## src/rtl/gain_pkg.sv

```systemverilog
package gain_pkg;
    localparam int CODE_W = 6;
    localparam int SMP_W  = 16;
    localparam int TICK_W = 4;

    typedef logic [CODE_W-1:0] code_t;
    typedef logic signed [SMP_W-1:0] smp_t;
endpackage

```

## src/rtl/step_sync.sv

```systemverilog
module step_sync (
    input  logic clk,
    input  logic rst_n,
    input  logic async_i,
    output logic rise_o
);
    typedef struct packed {
        logic meta;
        logic sync;
        logic prev;
    } sync_st_t;

    sync_st_t st_d, st_q;

    always_comb begin
        st_d      = st_q;
        st_d.meta = async_i;
        st_d.sync = st_q.meta;
        st_d.prev = st_q.sync;
    end

    always_ff @(posedge clk) begin
        if (!rst_n) st_q <= '0;
        else        st_q <= st_d;
    end

    assign rise_o = st_q.sync & ~st_q.prev;
endmodule

```

## src/rtl/gain_counter.sv

```systemverilog
module gain_counter
    import gain_pkg::*;
#(
    parameter int CW = CODE_W,
    parameter int TW = TICK_W
) (
    input  logic          clk,
    input  logic          rst_n,
    input  logic          soft_mode_i,
    input  logic          mute_dir_i,
    input  logic          step_rise_i,
    input  logic          strobe_i,
    output logic [CW-1:0] code_o
);
    localparam logic [CW-1:0] CODE_MAX = {CW{1'b1}};
    localparam logic [TW-1:0] TICK_MAX = {TW{1'b1}};

    typedef struct packed {
        logic [CW-1:0] code;
        logic [TW-1:0] tick;
        logic          mode;
    } cnt_st_t;

    cnt_st_t st_d, st_q;
    logic    adv;

    always_comb begin
        st_d      = st_q;
        st_d.mode = soft_mode_i;
        adv       = 1'b0;
        if (soft_mode_i != st_q.mode) begin
            st_d.code = CODE_MAX;
            st_d.tick = '0;
        end else if (soft_mode_i) begin
            if (strobe_i) begin
                if (st_q.tick == TICK_MAX) begin
                    st_d.tick = '0;
                    adv       = 1'b1;
                end else begin
                    st_d.tick = st_q.tick + 1'b1;
                end
            end
        end else begin
            st_d.tick = '0;
            adv       = step_rise_i;
        end
        if (adv) begin
            if (mute_dir_i && st_q.code != '0)
                st_d.code = st_q.code - 1'b1;
            else if (!mute_dir_i && st_q.code != CODE_MAX)
                st_d.code = st_q.code + 1'b1;
        end
    end

    always_ff @(posedge clk) begin
        if (!rst_n) begin
            st_q.code <= CODE_MAX;
            st_q.tick <= '0;
            st_q.mode <= 1'b0;
        end else begin
            st_q <= st_d;
        end
    end

    assign code_o = st_q.code;
endmodule

```

## src/rtl/gain_scaler.sv

```systemverilog
module gain_scaler
    import gain_pkg::*;
#(
    parameter int CW = CODE_W,
    parameter int SW = SMP_W
) (
    input  logic                 clk,
    input  logic                 rst_n,
    input  logic                 strobe_i,
    input  logic signed [SW-1:0] smp_i,
    input  logic [CW-1:0]        code_i,
    output logic signed [SW-1:0] smp_o
);
    localparam int PW = SW + CW + 1;
    localparam logic signed [PW-1:0] DIVISOR = PW'((1 << CW) - 1);

    typedef struct packed {
        logic signed [SW-1:0] out;
    } scl_st_t;

    scl_st_t st_d, st_q;
    logic signed [PW-1:0] prod;
    logic signed [PW-1:0] quot;

    always_comb begin
        prod = PW'(smp_i) * $signed({{(PW-CW){1'b0}}, code_i});
        quot = prod / DIVISOR;
        st_d = st_q;
        if (strobe_i) st_d.out = quot[SW-1:0];
    end

    always_ff @(posedge clk) begin
        if (!rst_n) st_q <= '0;
        else        st_q <= st_d;
    end

    assign smp_o = st_q.out;
endmodule

```

## src/rtl/gain_ramp_ctrl.sv

```systemverilog
module gain_ramp_ctrl
    import gain_pkg::*;
(
    input  logic              clk,
    input  logic              rst_n,
    input  logic              soft_mode_i,
    input  logic              mute_dir_i,
    input  logic              step_clk_i,
    input  logic              smp_strobe_i,
    input  logic [SMP_W-1:0]  smp_i,
    output logic [SMP_W-1:0]  smp_o,
    output logic [CODE_W-1:0] code_o
);
    logic              step_rise;
    logic [CODE_W-1:0] code;
    logic signed [SMP_W-1:0] scaled;

    step_sync u_sync (
        .clk     (clk),
        .rst_n   (rst_n),
        .async_i (step_clk_i),
        .rise_o  (step_rise)
    );

    gain_counter #(.CW(CODE_W), .TW(TICK_W)) u_cnt (
        .clk         (clk),
        .rst_n       (rst_n),
        .soft_mode_i (soft_mode_i),
        .mute_dir_i  (mute_dir_i),
        .step_rise_i (step_rise),
        .strobe_i    (smp_strobe_i),
        .code_o      (code)
    );

    gain_scaler #(.CW(CODE_W), .SW(SMP_W)) u_scl (
        .clk      (clk),
        .rst_n    (rst_n),
        .strobe_i (smp_strobe_i),
        .smp_i    ($signed(smp_i)),
        .code_i   (code),
        .smp_o    (scaled)
    );

    assign smp_o  = scaled;
    assign code_o = code;
endmodule

```

## config.mk

```make
export PLATFORM = sky130hd
export DESIGN_NAME = gain_ramp_ctrl
export DESIGN_NICKNAME = d
export VERILOG_FILES = /design/src/rtl/gain_pkg.sv /design/src/rtl/step_sync.sv /design/src/rtl/gain_counter.sv /design/src/rtl/gain_scaler.sv /design/src/rtl/gain_ramp_ctrl.sv
export SDC_FILE = /design/constraint.sdc
export NUM_CORES = 1
export LEC_CHECK = 0
export ABC_AREA = 1
export BUFFER_PORTS_ARGS = -buffer_cell sky130_fd_sc_hd__buf_2
export CAP_MARGIN = 40
export CORE_MARGIN = 2
export CORE_UTILIZATION = 35
export CTS_CLUSTER_DIAMETER = 150
export CTS_CLUSTER_SIZE = 14
export DETAILED_ROUTE_END_ITERATION = 6
export HOLD_SLACK_MARGIN = 0.05
export SLEW_MARGIN = 30
export SYNTH_ARGS = -nofsm -noshare
export SYNTH_HDL_FRONTEND = slang
export SYNTH_HIERARCHICAL = 1
export SYNTH_SLANG_ARGS = --single-unit
```

## constraint.sdc

```tcl
create_clock -name clk -period 12.5 [get_ports clk]
set_input_delay 0.625 -clock clk [delete_from_list [all_inputs] [get_ports clk]]
set_output_delay 0.625 -clock clk [all_outputs]
set_load 0.01 [all_outputs]
```

==> results of run 1 <==
## timing repair
action / in CTS / in global routing
hold endpoints to repair: 0 / 0
cloned: 3 / 0
resized for setup: 264 / 114
hold buffers: 0 / 0
pin swaps: 120 / 130
setup endpoints to repair: 16 / 16
buffers inserted: 75 / 28
## per-stage QoR
| stage | setup TNS (ns) | instances | utilization [%] |
|---|---|---|---|
| after floorplan | -3.93 | 1650 | - |
| after global placement | -18.54 | 2309 | 47.4 |
| after detailed placement | -21.00 | 2309 | 47.4 |
| after CTS | -11.60 | 2394 | 53.8 |
| after global routing | -31.47 | 2420 | 56.1 |
| final | -17.58 | 2420 | 56.1 |
## cells by family after synthesis
group | after synthesis | synth area share (%)
AOI/OAI and AO/OA | 116 | 7.06
xor gates and xnor gates | 39 | 3.60
adders and majority gates | 121 | 20.8
buffers and inverters | 403 | 16.2
DFF | 30 | 6.19
and+or+nand+nor | 941 | 46.2
## flip-flops by register name, summed over array words and instances (netlist names)
register / cells
u_scl/smp_o: 16
u_sync/st_d: 2
u_cnt/code_o: 6
u_sync/st_q: 1
u_cnt/st_q: 5
## worst register-to-register path: cells and delay by family, from the launching register on
family          cells  cell delay [ns]
compound gates      6             0.77
xor+xnor            4             0.68
fa+ha+maj           7             2.67
buf+inv            14             1.33
flops               1             0.37
simple gates       82             8.06
## synth_stat cells (all sizes together)
cell type	instances	share of area, %
nand2	599	26
inv	367	14
nand3	148	9.9
nor2	134	6.6
fa	67	14
o21ai	62	3.4
ha	54	7.0
nand4	35	2.3
xor2	32	3.0
dfxtp	30	6.2
a21oi	29	1.6
clkbuf	17	0.66
nor3	15	0.83
buf	13	1.1
a31oi	7	0.45
xnor2	7	0.63
clkinv	6	0.25
nand3b	6	0.46
o211ai	6	0.46
o221ai	4	0.36
o21bai	3	0.39
a21boi	2	0.15
o31ai	2	0.15
and2	1	0.065
and3	1	0.065
nor2b	1	0.065
nor4	1	0.065
o21a	1	0.077
## layer usage
metal,vias to the layer above,part of all wire (%)
met4,0,2.4
met5,-,0
met2,198,52
li1,5826,-
met1,5329,43
met3,59,3.2
## final timing paths
check,start,to,slack (ns),depth (start not counted)
setup / recovery,u_cnt/code_o[3],u_scl/smp_o[10],-1.51,113
hold / removal,u_sync/st_d[1],u_sync/st_d[0],0.41,2
setup reg to reg,u_cnt/code_o[3],u_scl/smp_o[10],-1.51,113
hold reg to reg,u_sync/st_d[1],u_sync/st_d[0],0.41,2
## final cells by class
| class | count | area (um2) | area share (%) |
|---|---|---|---|
| repair inverters | 1 | 7.51 | 0.0493 |
| flip-flops and latches | 30 | 612 | 4.02 |
| repair buffers | 418 | 3220 | 21.2 |
| inverters | 373 | 1430 | 9.39 |
| clock inverters | 1 | 5.00 | 0.0329 |
| clock buffers | 7 | 143 | 0.938 |
| multi-input cells | 1218 | 9330 | 61.4 |
| well taps | 372 | 465 | 3.06 |
==> impl_metrics.json, run 1 <==
{
  "clk_root_buffer_cell": "clkbuf_16",
  "synthCells": 1650,
  "cp_slowest_cell": "fa_1",
  "max_slew_margin_pct": 48.6,
  "cts.sinks": 30,
  "die_h_um": 170,
  "path_buf_inv": 14,
  "syn_nets": 1793,
  "antenna_cells": 0,
  "die_w_um": 170,
  "finalMaxSlewViolations": 0,
  "whs_ns": 0.406,
  "maxCapViolCount": 0,
  "drc": 0,
  "cp.required_ns": 12.67,
  "dp_slack_ns": -1.81,
  "setup_viol": 16,
  "globalRouteOverflowTotal": 0,
  "gp_congestion": 0.865,
  "yosysUniqueCellTypes": 48,
  "dp_hpwl_um": 22500,
  "clk_latency_ns": 0.29,
  "area_growth_pct": 56.8,
  "rsz0062_at_grt": "true",
  "clock-skew-final_ns": 0.00879,
  "final_antenna_net_count": 0,
  "holdCritPathClass": "reg2reg",
  "final_common_cell": "nand2_1",
  "fp-row-count": 60,
  "ys_warn_count": 6,
  "endpoint_kind": "register",
  "drt-initial-drc-count": 561,
  "ys_ff_latch": 30,
  "worstMarginPinSlew_ns": 0.768,
  "wire_per_inst_um": 12.7,
  "fin_ws_ns": -1.51,
  "cts_buffers": 5,
  "hold_violations": 0,
  "synth_area_um2": 9700,
  "cpMostUsedCell": "nand2_4",
  "initial_core_util_pct": 35.8,
  "path_clk_slew_ns": 0.05,
  "layout.nets": 2190,
  "status": "complete, but fails checks",
  "cp_max_fo": 8,
  "grt_pass1_wl_um": 51200,
  "grt_use_met2_pct": 39.5,
  "use_met1_pct": 25.3,
  "wl_um": 30700,
  "fin_crit_sh_pct": 112,
  "violations": "negative setup slack",
  "drt_pass1_iterations": 4,
  "dieArea_um2": 29100,
  "cts_tree": "built",
  "max_freq_mhz": 71.4,
  "path_class": "reg2reg",
  "start_kind": "register",
  "clockBufferDepth": 2,
  "post-route-cell-area_um2": 15200,
  "grt_pass1_vias": 11500,
  "arrival_ns": 14.19,
  "cpLargestDelayFamily": "simple AND/OR/NAND/NOR gates",
  "place_area_um2": 12800,
  "busiest_layer": "met2",
  "grt_max_degree": 38,
  "cpPeakStageDelay_ns": 0.55,
  "numPortBuffers": 43,
  "track_usage_pct": 21.0,
  "synth-seq-area-share_pct": 6.19,
  "antenna_found_initial": 0,
  "synth.avg_cell_area_um2": 5.88,
  "htree_levels": 2,
  "min_period_ns": 14.01,
  "final_cell_mix": "nand2_1, buf_4, inv_1, nand2_2, nand2_4",
  "pin_count": 44,
  "num-fill-cells": 2493,
  "core-area_um2": 27100,
  "met3_usage_pct": 2.19,
  "vias": 11400,
  "drive_above_1_share_pct": 44.7,
  "drt-vias-per-instance": 4.72
}
Power of run 1 is left out: the tool's default activity adds up to more than one toggle a clock period on the data nets, which glitch-free logic cannot reach.
==> run 2, diff against run 1 <==
--- a/config.mk
+++ b/config.mk
@@ -8,12 +8,15 @@
 export ABC_AREA = 1
 export BUFFER_PORTS_ARGS = -buffer_cell sky130_fd_sc_hd__buf_2
 export CAP_MARGIN = 40
+export CELL_PAD_IN_SITES_DETAIL_PLACEMENT = 1
+export CELL_PAD_IN_SITES_GLOBAL_PLACEMENT = 1
 export CORE_MARGIN = 2
 export CORE_UTILIZATION = 35
 export CTS_CLUSTER_DIAMETER = 150
 export CTS_CLUSTER_SIZE = 14
 export DETAILED_ROUTE_END_ITERATION = 6
 export HOLD_SLACK_MARGIN = 0.05
+export PLACE_DENSITY_LB_ADDON = 0.1
 export SLEW_MARGIN = 30
 export SYNTH_ARGS = -nofsm -noshare
 export SYNTH_HDL_FRONTEND = slang
==> impl_metrics.json, run 2 (synthesized netlist as in run 1, its figures left out) <==
{
  "status": "complete, but fails checks",
  "violations": "negative setup slack",
  "post-route-cell-area_um2": 15800,
  "fin_ws_ns": -2.03,
  "antenna_found_initial": 0,
  "gp_congestion": 0.864,
  "wire_per_inst_um": 15.9,
  "vias": 12000,
  "fp-row-count": 60,
  "path_clk_slew_ns": 0.06,
  "max_freq_mhz": 68.8,
  "fin_crit_sh_pct": 116,
  "core-area_um2": 27100,
  "clk_root_buffer_cell": "clkbuf_16",
  "globalRouteOverflowTotal": 0,
  "cts.sinks": 30,
  "endpoint_kind": "register",
  "final_common_cell": "buf_4",
  "htree_levels": 2,
  "dieArea_um2": 29100,
  "drt-vias-per-instance": 4.90,
  "final_antenna_net_count": 0,
  "start_kind": "register",
  "reg2reg_slack_ns": -2.03,
  "grt_pass1_wl_um": 59000,
  "area_growth_pct": 62.4,
  "die_w_um": 170,
  "clock-skew-final_ns": 0.00533,
  "die_h_um": 170,
  "max_slew_margin_pct": 52.1,
  "dp_hpwl_um": 27100,
  "arrival_ns": 14.71,
  "wl_um": 39100,
  "drt-initial-drc-count": 472,
  "whs_ns": 0.405,
  "min_period_ns": 14.53,
  "finalMaxSlewViolations": 0,
  "cts_tree": "built",
  "layout.nets": 2224,
  "clockBufferDepth": 2,
  "rsz0062_at_grt": "true",
  "cpPeakStageDelay_ns": 0.54,
  "final_cell_mix": "buf_4, nand2_1, inv_1, nand2_2, nand2_4",
  "cp_max_fo": 7,
  "worstMarginPinSlew_ns": 0.718,
  "drive_above_1_share_pct": 48.1,
  "clk_latency_ns": 0.29,
  "numPortBuffers": 43,
  "grt_max_degree": 38,
  "drt_pass1_iterations": 4,
  "antenna_cells": 0,
  "largest_reg_flops": 16,
  "cpMostUsedCell": "nand2_4",
  "track_usage_pct": 24.6,
  "cts_hold_buf": 0,
  "setup_viol": 16,
  "maxCapViolCount": 0,
  "cp_slowest_cell": "fa_1",
  "holdCritPathClass": "reg2reg",
  "cts_buffers": 5,
  "grt_pass1_vias": 12600,
  "path_class": "reg2reg",
  "pin_count": 44,
  "cp.required_ns": 12.68,
  "drc": 0,
  "hold_violations": 0,
  "place_area_um2": 13000,
  "initial_core_util_pct": 35.8
}
-- run 2: cell types whose count changed in the layout (fill, tap and decap cells not counted), sizes merged --
| cell | before | now |
|---|---|---|
| clkbuf | 7 | 8 |
| clkinvlp | 1 | 0 |
| buf | 418 | 453 |
| nand3 | 149 | 148 |
-- run 2: area by class of cell --
class,count,area (um2)
fill,3517,11300
tap,372,465
timing repair buffer,454,3500
clock buffer,7,143
sequential,30,612
inverter,373,1450
multi-input combinational,1217,9580
clock inverter,1,5.00
-- run 2: path summary, 6_finish.rpt --
kind | start | endpoint | cells after the start
setup / recovery | u_cnt/code_o[1] | u_scl/smp_o[10] | 111
hold / removal | u_sync/st_d[1] | u_sync/st_d[0] | 2
setup reg to reg | u_cnt/code_o[1] | u_scl/smp_o[10] | 111
hold reg to reg | u_sync/st_d[1] | u_sync/st_d[0] | 2
-- run 2: what timing repair did --
action,CTS,global route
buffers inserted,80,42
endpoints found under the setup margin,16,16
resized for setup,238,225
cloned,1,1
pin swaps,194,175
endpoints found under the hold margin,0,0
-- run 2: metrics by stage --
stage / setup slack [ns] / utilization [%] / TNS (ns) / cells
after global placement: -2.03 / 47.8 / -24.75 / 2322
after floorplan: -0.769 / - / -3.93 / 1650
after detailed placement: -2.38 / 47.8 / -30.28 / 2322
final: -2.03 / 58.1 / -25.86 / 2454
after CTS: -1.34 / 53.7 / -15.19 / 2411
after global routing: -2.91 / 58.1 / -39.40 / 2454
-- run 2: worst max-delay path, delay by kind of cell (launching register included) --
kind / cells / cell delay [ns]
compound gates: 10 / 1.44
xor+xnor: 2 / 0.34
fa+ha+maj: 6 / 2.48
buf+inv: 21 / 2.17
flops: 1 / 0.38
simple gates: 72 / 7.53
-- run 2: layer usage --
| layer | routed length [um] | GRT usage, % | vias up |
|---|---|---|---|
| li1 | - | - | 5896 |
| met1 | 16300 | 28.9 | 5898 |
| met2 | 21400 | 48.6 | 144 |
| met3 | 593 | 1.95 | 76 |
| met4 | 880 | 4.01 | 0 |
| met5 | 0 | 0 | - |
Power of run 2 is left out for the same reason.
==> run 3, diff against run 2 <==
--- a/config.mk
+++ b/config.mk
@@ -5,7 +5,6 @@
 export SDC_FILE = /design/constraint.sdc
 export NUM_CORES = 1
 export LEC_CHECK = 0
-export ABC_AREA = 1
 export BUFFER_PORTS_ARGS = -buffer_cell sky130_fd_sc_hd__buf_2
 export CAP_MARGIN = 40
 export CELL_PAD_IN_SITES_DETAIL_PLACEMENT = 1
==> impl_metrics.json, run 3 <==
{
  "clk_latency_ns": 0.28,
  "synth_xor_area_share_pct": 6.27,
  "place_area_um2": 14900,
  "pin_count": 44,
  "status": "complete, but fails checks",
  "synth_area_um2": 10500,
  "fp-row-count": 63,
  "violations": "negative setup slack",
  "wl_um": 44300,
  "drt_pass1_iterations": 5,
  "numPortBuffers": 43,
  "grt_max_degree": 29,
  "synth_fa_ha_area_share_pct": 19.3,
  "drt-vias-per-instance": 5.60,
  "cp.required_ns": 12.65,
  "path_clk_slew_ns": 0.06,
  "synth_top_family_by_area": "compound AO/OA/AOI/OAI gates",
  "arrival_ns": 15.63,
  "clock-skew-final_ns": 0.00655,
  "htree_levels": 2,
  "wire_per_inst_um": 19.1,
  "grt_pass1_wl_um": 68900,
  "cts_buffers": 5,
  "synth_top_area_cell": "fa_1",
  "cp_slowest_cell": "fa_1",
  "worstMarginPinSlew_ns": 0.783,
  "ys_top_cells_by_count": "nand2_1, inv_1, and2_1",
  "synth_compound_area_share_pct": 32.8,
  "setup_tns_ns": -43.92,
  "fin_ws_ns": -2.98,
  "yosysTopAreaCellShare_pct": 12.7,
  "final_cell_mix": "buf_4, nand2_1, inv_1, and2_1, a21oi_1",
  "post-route-cell-area_um2": 17100,
  "vias": 13000,
  "rsz0062_at_grt": "true",
  "yosysUniqueCellTypes": 126,
  "clockBufferDepth": 2,
  "max_slew_margin_pct": 47.4,
  "maxCapViolCount": 0,
  "largest_reg_flops": 16,
  "drc": 0,
  "clk_root_buffer_cell": "clkbuf_16",
  "synth_mux_area_share_pct": 3.11,
  "cpMostUsedCell": "buf_4",
  "synthMostInstantiatedCell": "nand2_1",
  "synth.avg_cell_area_um2": 7.73,
  "final_antenna_net_count": 0,
  "globalRouteOverflowTotal": 0,
  "whs_ns": 0.432,
  "final_common_cell": "buf_4",
  "min_period_ns": 15.48,
  "cp_max_fo": 6,
  "path_buf_inv": 15,
  "hold_violations": 0,
  "synth_edf_count": 0,
  "ys_ff_latch": 30,
  "path_class": "in2reg",
  "antenna_cells": 0,
  "die_w_um": 177,
  "antenna_found_initial": 0,
  "synthCells": 1362,
  "ys_warn_count": 6,
  "cts_tree": "built",
  "track_usage_pct": 26.5,
  "cts.sinks": 30,
  "holdCritPathClass": "reg2reg",
  "drt-initial-drc-count": 612,
  "setup_viol": 16,
  "finalMaxSlewViolations": 0,
  "ys_top_cells_by_area": "fa_1, ha_1, and2_1",
  "synth_ff_type": "dfxtp_1",
  "cpPeakStageDelay_ns": 0.56,
  "dp_hpwl_um": 32900,
  "fin_crit_sh_pct": 124,
  "start_kind": "primary input",
  "synth-seq-area-share_pct": 5.70,
  "endpoint_kind": "register",
  "drive_above_1_share_pct": 47.2,
  "gp_congestion": 0.944,
  "die_h_um": 177,
  "initial_core_util_pct": 35.5,
  "syn_nets": 1505,
  "cpLargestDelayFamily": "compound AO/OA/AOI/OAI gates",
  "core-area_um2": 29600,
  "max_freq_mhz": 64.6,
  "async_flop_share_pct": 0,
  "dieArea_um2": 31500,
  "layout.nets": 2074,
  "grt_pass1_vias": 13600,
  "cts_hold_buf": 0,
  "area_growth_pct": 62.4,
  "synth_simple_gate_area_share_pct": 26.6
}
run 3: cell types whose count changed after synthesis, moves of 26 or more:
| cell | change |
|---|---|
| nand2_1 | -425 |
| a21oi_1 | +68 |
| nor3_1 | +26 |
| xnor2_1 | +35 |
| and2_1 | +99 |
| nand3_1 | -81 |
| a211oi_1 | +28 |
| inv_2 | -31 |
| nand2_2 | -51 |
| inv_1 | -233 |
run 3: path summary, 6_finish.rpt:
| kind | from | end | slack (ns) | depth (start not counted) |
|---|---|---|---|---|
| worst max-delay path | smp_i[4] | u_scl/smp_o[14] | -2.98 | 70 |
| worst min-delay path | u_sync/st_d[1] | u_sync/st_d[0] | 0.43 | 1 |
| worst max register to register | u_cnt/code_o[3] | u_scl/smp_o[14] | -2.97 | 69 |
| worst min register to register | u_sync/st_d[1] | u_sync/st_d[0] | 0.43 | 1 |
run 3: area by class of cell:
cell class / instances / area [um2]
sequential: 30 / 613
inverter: 103 / 389
fill: 3612 / 12500
clock inverter: 2 / 12.5
tap: 390 / 488
multi-input combinational: 1181 / 10900
timing repair buffer: 610 / 4600
clock buffer: 6 / 139
run 3: worst register-to-register path, delay by kind of cell, from the launching register on:
kind                       cells  cell delay [ns]
adders and majority gates      7             2.72
xor gates and xnor gates       2             0.19
buffers and inverters         14             1.84
AOI/OAI and AO/OA             28             6.38
muxes                          2             0.45
DFF                            1             0.38
and+or+nand+nor               16             3.37
run 3: what timing repair did:
action,in CTS,in global routing
gates resized for setup,124,130
pin swaps,72,96
endpoints found under the setup margin,16,16
gates cloned,0,0
setup buffers,47,57
run 3: routing by layer:
metal	track usage, %	vias up	part of all wire (%)
li1	-	6180	-
met1	33.5	6521	43
met2	48.9	243	52
met3	2.44	64	2.5
met4	4.88	0	2.1
met5	0	-	0
run 3: kinds of logic (layout without fill, tap and decap cells):
| kind of cell | Yosys count | in the layout |
|---|---|---|
| compound gates | 448 | 448 |
| xor+xnor | 72 | 72 |
| fa+ha+maj | 123 | 123 |
| buf+inv | 151 | 721 |
| flops | 30 | 30 |
| mux | 31 | 31 |
| simple gates | 507 | 507 |
run 3: metrics by stage:
step                worst slack [ns]  util (%)  cells
floorplan                      -2.55         -   1362
detailed placement             -3.59      50.2   2212
finish                         -2.98      57.7   2322
global route                   -3.65      57.7   2322
global placement               -3.11      50.2   2212
CTS                            -2.55      54.1   2264
Power of run 3 is left out for the same reason.
